===== src/rtl/nupag_pkg.sv =====
package nupag_pkg;

    // Field codes used by the run-time setting write port.
    typedef enum logic [2:0] {
        FLD_LIMIT    = 3'd0,
        FLD_DISP     = 3'd1,
        FLD_OFFSET   = 3'd2,
        FLD_HI_CNT   = 3'd3,
        FLD_KEEP_CNT = 3'd4,
        FLD_FRAC_CNT = 3'd5
    } cfg_field_e;

endpackage


===== src/rtl/nupag_param_bank.sv =====
module nupag_param_bank
    import nupag_pkg::*;
#(
    parameter int DATA_W      = 15,
    parameter int ADDR_W      = 9,
    parameter int NUM_REGIONS = 8,
    localparam int REG_W      = $clog2(NUM_REGIONS),
    localparam int CNT_W      = $clog2(DATA_W + 1),
    localparam int SUM_W      = DATA_W + 1
) (
    input  logic                               clk,
    input  logic                               rst,
    input  logic                               cfg_we_i,
    input  logic [REG_W-1:0]                   cfg_region_i,
    input  logic [2:0]                         cfg_field_i,
    input  logic [SUM_W-1:0]                   cfg_data_i,
    input  logic [REG_W-1:0]                   sel_i,
    output logic [NUM_REGIONS-1:0][DATA_W-1:0] limits_o,
    output logic [SUM_W-1:0]                   disp_o,
    output logic [ADDR_W-1:0]                  offset_o,
    output logic [CNT_W-1:0]                   hi_cnt_o,
    output logic [CNT_W-1:0]                   keep_cnt_o,
    output logic [CNT_W-1:0]                   frac_cnt_o
);

    localparam logic [DATA_W-1:0] LIMIT_RST = {1'b0, {(DATA_W-1){1'b1}}};

    logic [DATA_W-1:0] lim_q   [NUM_REGIONS];
    logic [SUM_W-1:0]  disp_q  [NUM_REGIONS];
    logic [ADDR_W-1:0] off_q   [NUM_REGIONS];
    logic [CNT_W-1:0]  hi_q    [NUM_REGIONS];
    logic [CNT_W-1:0]  keep_q  [NUM_REGIONS];
    logic [CNT_W-1:0]  frac_q  [NUM_REGIONS];

    always_ff @(posedge clk) begin
        if (rst) begin
            for (int i = 0; i < NUM_REGIONS; i++) begin
                lim_q[i]  <= LIMIT_RST;
                disp_q[i] <= '0;
                off_q[i]  <= '0;
                hi_q[i]   <= '0;
                keep_q[i] <= '0;
                frac_q[i] <= '0;
            end
        end else if (cfg_we_i) begin
            unique case (cfg_field_i)
                FLD_LIMIT:    lim_q[cfg_region_i]  <= cfg_data_i[DATA_W-1:0];
                FLD_DISP:     disp_q[cfg_region_i] <= cfg_data_i;
                FLD_OFFSET:   off_q[cfg_region_i]  <= cfg_data_i[ADDR_W-1:0];
                FLD_HI_CNT:   hi_q[cfg_region_i]   <= cfg_data_i[CNT_W-1:0];
                FLD_KEEP_CNT: keep_q[cfg_region_i] <= cfg_data_i[CNT_W-1:0];
                FLD_FRAC_CNT: frac_q[cfg_region_i] <= cfg_data_i[CNT_W-1:0];
                default: ;
            endcase
        end
    end

    for (genvar g = 0; g < NUM_REGIONS; g++) begin : g_lim_out
        assign limits_o[g] = lim_q[g];
    end

    assign disp_o     = disp_q[sel_i];
    assign offset_o   = off_q[sel_i];
    assign hi_cnt_o   = hi_q[sel_i];
    assign keep_cnt_o = keep_q[sel_i];
    assign frac_cnt_o = frac_q[sel_i];

    // A limit write is visible in the stored limit one cycle later
    assert_limit_write_R9: assert property (@(posedge clk) disable iff (rst)
        (cfg_we_i && cfg_field_i == FLD_LIMIT)
        |=> limits_o[$past(cfg_region_i)] == $past(cfg_data_i[DATA_W-1:0]))
        else $error("limit write not stored");

endmodule


===== src/rtl/nupag_region_find.sv =====
module nupag_region_find #(
    parameter int DATA_W      = 15,
    parameter int NUM_REGIONS = 8,
    localparam int REG_W      = $clog2(NUM_REGIONS)
) (
    input  logic                               clk,
    input  logic                               rst,
    input  logic [DATA_W-1:0]                  x_i,
    input  logic [NUM_REGIONS-1:0][DATA_W-1:0] limits_i,
    output logic [REG_W-1:0]                   sel_o
);

    logic [NUM_REGIONS-1:0] at_or_below;

    for (genvar g = 0; g < NUM_REGIONS; g++) begin : g_cmp
        assign at_or_below[g] = $signed(x_i) <= $signed(limits_i[g]);
    end

    // Lowest matching index wins; the last region catches everything else.
    always_comb begin
        sel_o = REG_W'(NUM_REGIONS - 1);
        for (int i = NUM_REGIONS - 2; i >= 0; i--) begin
            if (at_or_below[i]) sel_o = REG_W'(i);
        end
    end

    always @(posedge clk) begin
        if (!rst) begin
            if (sel_o != REG_W'(NUM_REGIONS - 1)) begin
                assert_region_upper_R2: assert ($signed(limits_i[sel_o]) >= $signed(x_i))
                    else $error("input above selected limit");
            end
            if (sel_o != '0) begin
                assert_region_lower_R2: assert ($signed(limits_i[sel_o - REG_W'(1)]) < $signed(x_i))
                    else $error("lower region also matches");
            end
        end
    end

endmodule


===== src/rtl/nupag_addr_path.sv =====
module nupag_addr_path #(
    parameter int DATA_W = 15,
    parameter int ADDR_W = 9,
    localparam int CNT_W = $clog2(DATA_W + 1),
    localparam int SUM_W = DATA_W + 1
) (
    input  logic [DATA_W-1:0] x_i,
    input  logic [CNT_W-1:0]  hi_cnt_i,
    input  logic [SUM_W-1:0]  disp_i,
    input  logic [CNT_W-1:0]  keep_cnt_i,
    input  logic [ADDR_W-1:0] offset_i,
    output logic [ADDR_W-1:0] addr_o
);

    logic [CNT_W-1:0]  drop_cnt;
    logic [DATA_W-1:0] hi_part;
    logic [SUM_W-1:0]  disp_sum;
    logic [SUM_W-1:0]  keep_mask;
    logic [SUM_W-1:0]  kept;

    always_comb begin
        drop_cnt  = CNT_W'(DATA_W) - hi_cnt_i;
        hi_part   = (hi_cnt_i == '0) ? '0 : (x_i >> drop_cnt);
        disp_sum  = SUM_W'(hi_part) + disp_i;
        keep_mask = (SUM_W'(1) << keep_cnt_i) - SUM_W'(1);
        kept      = disp_sum & keep_mask;
        addr_o    = ADDR_W'(kept) + offset_i;
    end

endmodule


===== src/rtl/nupag_diff_path.sv =====
module nupag_diff_path #(
    parameter int DATA_W = 15,
    localparam int CNT_W = $clog2(DATA_W + 1)
) (
    input  logic [DATA_W-1:0] x_i,
    input  logic [CNT_W-1:0]  frac_cnt_i,
    output logic [DATA_W-1:0] diff_o
);

    logic [CNT_W-1:0]  pad_cnt;
    logic [DATA_W-1:0] low_mask;

    always_comb begin
        pad_cnt  = CNT_W'(DATA_W) - frac_cnt_i;
        low_mask = (DATA_W'(1) << frac_cnt_i) - DATA_W'(1);
        if (frac_cnt_i == '0) begin
            diff_o = '0;                       // full-resolution region
        end else begin
            diff_o = (x_i & low_mask) << pad_cnt;
        end
    end

endmodule


===== src/rtl/nupag_addr_gen.sv =====
module nupag_addr_gen #(
    parameter int DATA_W      = 15,
    parameter int ADDR_W      = 9,
    parameter int NUM_REGIONS = 8,
    localparam int REG_W      = $clog2(NUM_REGIONS),
    localparam int CNT_W      = $clog2(DATA_W + 1),
    localparam int SUM_W      = DATA_W + 1
) (
    input  logic              clk,
    input  logic              rst,
    input  logic [DATA_W-1:0] x_i,
    input  logic              cfg_we_i,
    input  logic [REG_W-1:0]  cfg_region_i,
    input  logic [2:0]        cfg_field_i,
    input  logic [SUM_W-1:0]  cfg_data_i,
    output logic [ADDR_W-1:0] addr_o,
    output logic [DATA_W-1:0] diff_o
);

    logic [NUM_REGIONS-1:0][DATA_W-1:0] limits;
    logic [REG_W-1:0]  sel;
    logic [SUM_W-1:0]  disp;
    logic [ADDR_W-1:0] offset;
    logic [CNT_W-1:0]  hi_cnt;
    logic [CNT_W-1:0]  keep_cnt;
    logic [CNT_W-1:0]  frac_cnt;
    logic [ADDR_W-1:0] addr_c;
    logic [DATA_W-1:0] diff_c;

    nupag_param_bank #(
        .DATA_W(DATA_W), .ADDR_W(ADDR_W), .NUM_REGIONS(NUM_REGIONS)
    ) u_bank (
        .clk(clk), .rst(rst),
        .cfg_we_i(cfg_we_i), .cfg_region_i(cfg_region_i),
        .cfg_field_i(cfg_field_i), .cfg_data_i(cfg_data_i),
        .sel_i(sel), .limits_o(limits),
        .disp_o(disp), .offset_o(offset),
        .hi_cnt_o(hi_cnt), .keep_cnt_o(keep_cnt), .frac_cnt_o(frac_cnt)
    );

    nupag_region_find #(
        .DATA_W(DATA_W), .NUM_REGIONS(NUM_REGIONS)
    ) u_find (
        .clk(clk), .rst(rst), .x_i(x_i), .limits_i(limits), .sel_o(sel)
    );

    nupag_addr_path #(
        .DATA_W(DATA_W), .ADDR_W(ADDR_W)
    ) u_addr (
        .x_i(x_i), .hi_cnt_i(hi_cnt), .disp_i(disp),
        .keep_cnt_i(keep_cnt), .offset_i(offset), .addr_o(addr_c)
    );

    nupag_diff_path #(
        .DATA_W(DATA_W)
    ) u_diff (
        .x_i(x_i), .frac_cnt_i(frac_cnt), .diff_o(diff_c)
    );

    always_ff @(posedge clk) begin
        if (rst) begin
            addr_o <= '0;
            diff_o <= '0;
        end else begin
            addr_o <= addr_c;
            diff_o <= diff_c;
        end
    end

    // Full-resolution region gives zero difference one cycle later
    assert_full_res_zero_R7: assert property (@(posedge clk) disable iff (rst)
        (frac_cnt == '0) |=> (diff_o == '0))
        else $error("nonzero difference in full-resolution region");

    // Same input and no setting change keeps the address steady
    assert_addr_hold_R8: assert property (@(posedge clk) disable iff (rst)
        (!$past(rst) && !$past(cfg_we_i) && x_i == $past(x_i))
        |=> $stable(addr_o))
        else $error("address changed without cause");

endmodule


===== config.mk =====
export PLATFORM = sky130hd
export DESIGN_NAME = nupag_addr_gen
export DESIGN_NICKNAME = d
export VERILOG_FILES = /design/src/rtl/nupag_pkg.sv /design/src/rtl/nupag_param_bank.sv /design/src/rtl/nupag_region_find.sv /design/src/rtl/nupag_addr_path.sv /design/src/rtl/nupag_diff_path.sv /design/src/rtl/nupag_addr_gen.sv
export SDC_FILE = /design/constraint.sdc
export NUM_CORES = 1
export LEC_CHECK = 0
export BUFFER_PORTS_ARGS = -buffer_cell sky130_fd_sc_hd__buf_2
export CAP_MARGIN = 10
export CORE_AREA = 2 2 192 194
export CTS_CLUSTER_SIZE = 28
export DETAILED_ROUTE_END_ITERATION = 10
export DIE_AREA = 0 0 194 196
export PLACE_DENSITY_LB_ADDON = 0.2
export SLEW_MARGIN = 10
export SYNTH_ARGS = -nofsm -noshare
export SYNTH_HDL_FRONTEND = slang
export SYNTH_SLANG_ARGS = --single-unit

===== constraint.sdc =====
create_clock -name clk -period 20.3 [get_ports clk]
set_clock_uncertainty 0.05 [all_clocks]
set_input_delay 4.06 -clock clk [delete_from_list [all_inputs] [get_ports clk]]
set_output_delay 4.06 -clock clk [all_outputs]
set_load 0.02 [all_outputs]

* After elaboration in Yosys (flattened, before gate mapping)
Memory sizes are Yosys's and may differ from the RTL's.
Index checks and enable logic that the tools add are counted.
W data, S select, Z words.
** Operators by class
- $add $sub $neg :: 6
- Bitwise logic cells :: 2
- Reductions and logical operators :: 10
- Order comparisons :: 7
- Shift-type cells :: 4
- Equal/unequal tests :: 5
- Multiplexer cells :: 52
** Operator list (number)
- $le A15 B15 Y1 :: 7
- $mux W1 :: 33
- $mux W3 :: 10
- $add A9 B9 Y9 :: 2
- $mux W9 :: 2
- $mux W16 :: 1
- $reduce_or A16 Y1 :: 1
- $and A15 B15 Y15 :: 1
- $mux W15 :: 1
- $reduce_or A15 Y1 :: 1
- $shl A1 B4 Y15 const A :: 1
- $shl A15 B4 Y15 :: 1
- $shr A15 B4 Y9 :: 1
- $sub A15 B2 Y15 const B :: 1
- $mux W4 :: 3
- $reduce_or A4 Y1 :: 3
- $and A9 B9 Y9 :: 1
- $reduce_or A9 Y1 :: 1
- $shl A1 B4 Y9 const A :: 1
- $sub A9 B2 Y9 const B :: 1
- $logic_not A4 Y1 :: 2
- $sub A4 B4 Y4 const A :: 2
- $eq A3 B2 Y1 const B :: 2
- $eq A3 B3 Y1 const B :: 2
- other kinds (4) :: 5
** Word-level totals
- Word-level logic and storage cells :: 94
- Bits of input ports :: 40
- RAM bits :: 416
- Memories :: 6
- Register bits :: 24
** Memory list
- u_bank.disp_q :: depth 8, width 16, rd ports 1, clocked after memory_dff 0, write ports 8, RTL line nupag_param_bank.sv:29 : logic [SUM_W-1:0] disp_q [NUM_REGIONS];
- u_bank.lim_q :: depth 8, width 15, rd ports 7, clocked after memory_dff 0, write ports 8, RTL line nupag_param_bank.sv:28 : logic [DATA_W-1:0] lim_q [NUM_REGIONS];
- u_bank.off_q :: depth 8, width 9, rd ports 1, clocked after memory_dff 0, write ports 8, RTL line nupag_param_bank.sv:30 : logic [ADDR_W-1:0] off_q [NUM_REGIONS];
- u_bank.frac_q :: depth 8, width 4, rd ports 1, clocked after memory_dff 0, write ports 8, RTL line nupag_param_bank.sv:33 : logic [CNT_W-1:0] frac_q [NUM_REGIONS];
- u_bank.hi_q :: depth 8, width 4, rd ports 1, clocked after memory_dff 0, write ports 8, RTL line nupag_param_bank.sv:31 : logic [CNT_W-1:0] hi_q [NUM_REGIONS];
- u_bank.keep_q :: depth 8, width 4, rd ports 1, clocked after memory_dff 0, write ports 8, RTL line nupag_param_bank.sv:32 : logic [CNT_W-1:0] keep_q [NUM_REGIONS];

* Logic depth before layout (Yosys ltp)
An unclocked memory read counts as a cell.
- Word-level depth :: 16
- Mapped depth :: 34
- Depth with buffers taken out :: 31

* By module
From an unflattened synthesis, not the netlist that was laid out.
** Second synthesis, totals
- Cell total of the unflattened synthesis :: 2005
- Area, all modules :: 24486.0 um^2
** By module, submodules not included
- nupag_param_bank :: cells an instance 1247, sequential area each 12492.0 um^2, area an instance 18869.3 um^2, times used 1
- nupag_region_find :: cells an instance 380, sequential area each 0.0 um^2, area an instance 2741.4 um^2, times used 1
- nupag_addr_path :: cells an instance 192, sequential area each 0.0 um^2, area an instance 1356.3 um^2, times used 1
- nupag_diff_path :: cells an instance 136, sequential area each 0.0 um^2, area an instance 825.8 um^2, times used 1
- nupag_addr_gen :: cells an instance 50, sequential area each 480.5 um^2, area an instance 693.2 um^2, times used 1

* Least setup slack after synthesis
OpenSTA, ideal clock, no wires.
- Path type :: input port to flip-flop
- Start :: input port x_i[8]
- End :: register addr_o[8]
- Stages :: 31
- Slack :: 10.254 ns
- Arrival time :: 9.868 ns
- Data required time :: 20.122 ns
- Path through :: ha_1 -> a211o_1 -> a21oi_1 -> a21oi_1 -> or4_1 -> buf_2 -> nand2_2 -> nor2_2 -> a211oi_1 -> o311ai_4 -> and2_1 -> buf_4 -> mux2i_1 -> mux2_2 -> mux4_2 -> inv_1 -> ha_1 -> inv_1 -> fa_1 -> or2_2 -> fa_1 -> nor2b_1 -> o21ai_0 -> nand2b_1 -> a21oi_1 -> o21bai_1 -> a21o_1 -> a21oi_1 -> xnor2_1 -> o31a_1 -> nor3_1
** On the way
- Word-level cells in the longest chain between the ends :: 15
- Elaborated cells on any way between the ends :: 27
** RTL lines
- start: declaration :: RTL line nupag_addr_gen.sv:11 : input logic [DATA_W-1:0] x_i,
- $le A15 B15 Y1 :: RTL line nupag_region_find.sv:16 : assign at_or_below[g] = $signed(x_i) <= $signed(limits_i[g]);
- $mux W1 :: RTL line nupag_region_find.sv:23 : if (at_or_below[i]) sel_o = REG_W'(i);
- $mux W2 (2 in a row) :: RTL line nupag_region_find.sv:23
- $mux W3 (4 in a row) :: RTL line nupag_region_find.sv:23
- $mem_v2 Z8 W4
- $sub A4 B4 Y4 :: RTL line nupag_addr_path.sv:22 : drop_cnt = CNT_W'(DATA_W) - hi_cnt_i;
- $shr A15 B4 Y9 :: RTL line nupag_addr_path.sv:23 : hi_part = (hi_cnt_i == '0) ? '0 : (x_i >> drop_cnt);
- $mux W9 :: RTL line nupag_addr_path.sv:23
- $add A9 B9 Y9 :: RTL line nupag_addr_path.sv:24 : disp_sum = SUM_W'(hi_part) + disp_i;
- $and A9 B9 Y9 :: RTL line nupag_addr_path.sv:26 : kept = disp_sum & keep_mask;
- $add A9 B9 Y9 * :: RTL line nupag_addr_path.sv:27 : addr_o = ADDR_W'(kept) + offset_i;
- end signal: assignment :: RTL line nupag_addr_gen.sv:65 : addr_o <= addr_c;
- end: declaration :: RTL line nupag_addr_gen.sv:16 : output logic [ADDR_W-1:0] addr_o,
Every way passes the cells marked *; elsewhere a longest branch is shown, timed or not.
A chain may end at the register's enable or synchronous reset.

* Worst setup path after layout
- Start :: input port x_i[0]
- End :: register addr_o[8]
Same word-level chain as after synthesis.

==> run metrics <==
status finished, final reports clean; # rows 70; worst r2r src u_bank.lim_q[6][12]; normalized max-slew margin 18.25%; Synth cell types 95; Inst Count DP 2456; first-pass GRT wire length 85.01 mm; Initial Util 59.22%; Setup crit end addr_o[8]; Pwr Density 104.4 nW/um^2; share of cells above drive strength 1 10.36%; post-CTS sizing 0; Final Net Count 2195; First DRT Iteration DRCs 1232; clk buf depth 3; fin. max-slew vios 0; worst path bufs/invs 4; design area 23020 sq um; max incr delay on CP 0.78 ns; Filler cells 2849; FFs w/ async S/R, synth 0%; # hold bufs at CTS 0; cell area after placement 21820 sq um; most common cell after layout, fill and taps aside edfxtp_1; Worst-Skew Late Latency 0.57 ns; vias 15821; CTS Sinks 369; commonest non-fill, non-tap cells in the layout edfxtp_1 (345), nand2_1 (204), and2_1 (162); total wire length 54.74 mm; VDD IR max 85.31 uV; Hold WS 0.8682 ns; mean post-synth cell area 10.41 sq um; core area 36080 sq um; cts bufs inserted 40; Hold Fails Final Rpt 0; # setup viols final 0; Setup Fix Bufs, Post-CTS 0; Mapped Area 21370 sq um; Routed Antenna Nets 0; synthesis-to-layout area growth 7.740%; maximum number of pins on one net before global-route repair 106; diode count 0; Setup Crit Path Kind primary input to flip-flop; Die Area 38020 sq um; Port Buffer Count 62; Crit-path slowest cell a222oi_1; Worst setup EP type flip-flop; Yosys reg bits 369; Synth Instances 2052; Startpoint Class primary input; Final Wtd Congestion 0.8495; dominant synthesized flop cell edfxtp_1; worst hold-check path type flip-flop to flip-flop; number of synthesized flops with an enable pin 345; Util after Layout 63.80%; Storage cell area 10840 sq um; grt met2 use 47.90%; multi-input logic area 9513 sq um; Die Ht 196 um; GR Overflow Total 0; sequential element share of the synthesized area 50.73%; CTS H-tree depth 2; Vias per Instance 6.268; # IOs 64; setup slack, reg-to-reg 12.01 ns; CP max FO 19; total track usage 28.96%; Top Family by Delay on Critical Path compound AO/OA/AOI/OAI gates; GRT busiest layer met2; hpwl dp 34.29 mm; CTS clk-pin slew, worst paths 0.06 ns; initial antenna violation count 0; Reg2Reg Depth 31; Achievable Freq 85.07 MHz; Residual DRC 0; CTS tree yes; final std cells w/o fill 2524; critical path required time 20.71 ns; WL/cell 21.69 um; syn_nets 2217; Worst R2R End addr_o[8]; RSZ-0062 raised after global routing false; Final min period 11.76 ns; number of global-route vias before repair 15231; First-pass DRT Iterations 5; Worst setup startpoint x_i[0]; Tightest Pin Transition 1.226 ns; Worst path depth 32; period utilization 57.91%; setup_tns 0 ns; Worst Path Arrival 12.16 ns; CTS root buf clkbuf_16; Lkg Pwr 9.556 nW; max cap viols 0; routing usage on met3 4.556%; yosys warns 0; width of the die 194 um; met1 GRT Util 38.80%
[registers in the layout (all words and copies together) (netlist names)]
name / count
addr_o: 9
diff_o: 15
u_bank.disp_q: 72
u_bank.frac_q: 32
u_bank.hi_q: 32
u_bank.keep_q: 32
u_bank.lim_q: 105
u_bank.off_q: 72
[layout make-up]
cell class	instances	share of cell area, %
clock inverters	14	0.5054
multi-input cells	1419	41.32
clock buffers	54	4.706
well taps	468	2.543
flip-flops and latches	369	47.08
inverters	123	2.005
repair buffers	77	1.837
[worst min path at each step]
stage,slack (ns),end,cells after the start,from
floorplan,0.72,addr_o[0],6,u_bank.off_q[4][0]
global placement,0.84,addr_o[0],6,u_bank.off_q[7][0]
detailed placement,0.84,addr_o[0],6,u_bank.off_q[5][0]
CTS,0.87,addr_o[0],6,u_bank.off_q[5][0]
global route,0.96,diff_o[6],4,u_bank.frac_q[5][3]
finish,0.87,addr_o[0],6,u_bank.off_q[5][0]
[metrics by stage]
step	total power, W	worst slack, ns
2_1_floorplan	0.001520	10.25
5_1_grt	0.002531	8.011
3_5_place_dp	0.001726	8.153
6_report	0.002405	8.544
4_1_cts	0.002404	8.706
3_3_place_gp	0.001703	8.131
[cells in the mapped netlist (9+ instances only)]
| library cell | count | area (sq um) |
|---|---|---|
| clkbuf_1 | 109 | 409.1 |
| o21ai_1 | 12 | 60.06 |
| or2_2 | 27 | 168.9 |
| o21ai_0 | 25 | 125.1 |
| nand4_1 | 18 | 112.6 |
| a21oi_1 | 86 | 430.4 |
| xnor2_1 | 11 | 96.34 |
| nor2_1 | 77 | 289.0 |
| or3_1 | 100 | 625.6 |
| nor3_1 | 16 | 80.08 |
| o21a_1 | 11 | 82.58 |
| inv_1 | 123 | 461.7 |
| and2_1 | 162 | 1013 |
| nand3b_1 | 11 | 82.58 |
| ha_1 | 123 | 1539 |
| a211oi_1 | 13 | 97.59 |
| nand2b_1 | 17 | 106.4 |
| nor2b_1 | 9 | 56.30 |
| nand2_1 | 204 | 765.7 |
| mux2i_1 | 51 | 510.5 |
| edfxtp_1 | 345 | 10360 |
| buf_2 | 14 | 70.07 |
| o22ai_1 | 10 | 62.56 |
| and3_1 | 111 | 694.4 |
| dfxtp_1 | 24 | 480.5 |
| nand3_1 | 120 | 600.6 |
| a21o_1 | 45 | 337.8 |
| a31oi_1 | 10 | 62.56 |
| o211ai_1 | 12 | 90.09 |
| nor4_1 | 9 | 56.30 |
| mux2_2 | 14 | 157.7 |
[where the power goes]
group / total (W) / switching [W] / internal [W] / leakage (nW)
registers: 0.000898 / 0.0000136 / 0.000884 / 3.53
logic: 0.000823 / 0.000509 / 0.000314 / 5.44
clock network: 0.000683 / 0.000296 / 0.000387 / 0.586
[worst min-delay path, stage by stage, from the launching register on]
cell and delay [ns]:
edfxtp_1 0.32, nand2_1 0.04, nand3_1 0.07, nand3_1 0.07, nand2_1 0.09, ha_1 0.14
nor2b_1 0.14
[kinds of logic (layout without fill, tap and decap cells)]
family / count (synthesis) / in the layout / share of synthesized area [%]
compound gates: 302 / 302 / 9.889
xor+xnor: 13 / 13 / 0.5328
fa+ha+maj: 125 / 125 / 7.389
buf+inv: 264 / 268 / 4.948
flops: 369 / 369 / 50.73
mux: 69 / 69 / 3.431
simple gates: 910 / 910 / 23.08
[metal layers]
metal  wire length, um  up-vias
li1                  -     7379
met1             22630     7698
met2             26400      612
met3              3927      132
met4              1788        0
met5                 0        -
No activity file was read; power rests on OpenSTA's default activity.
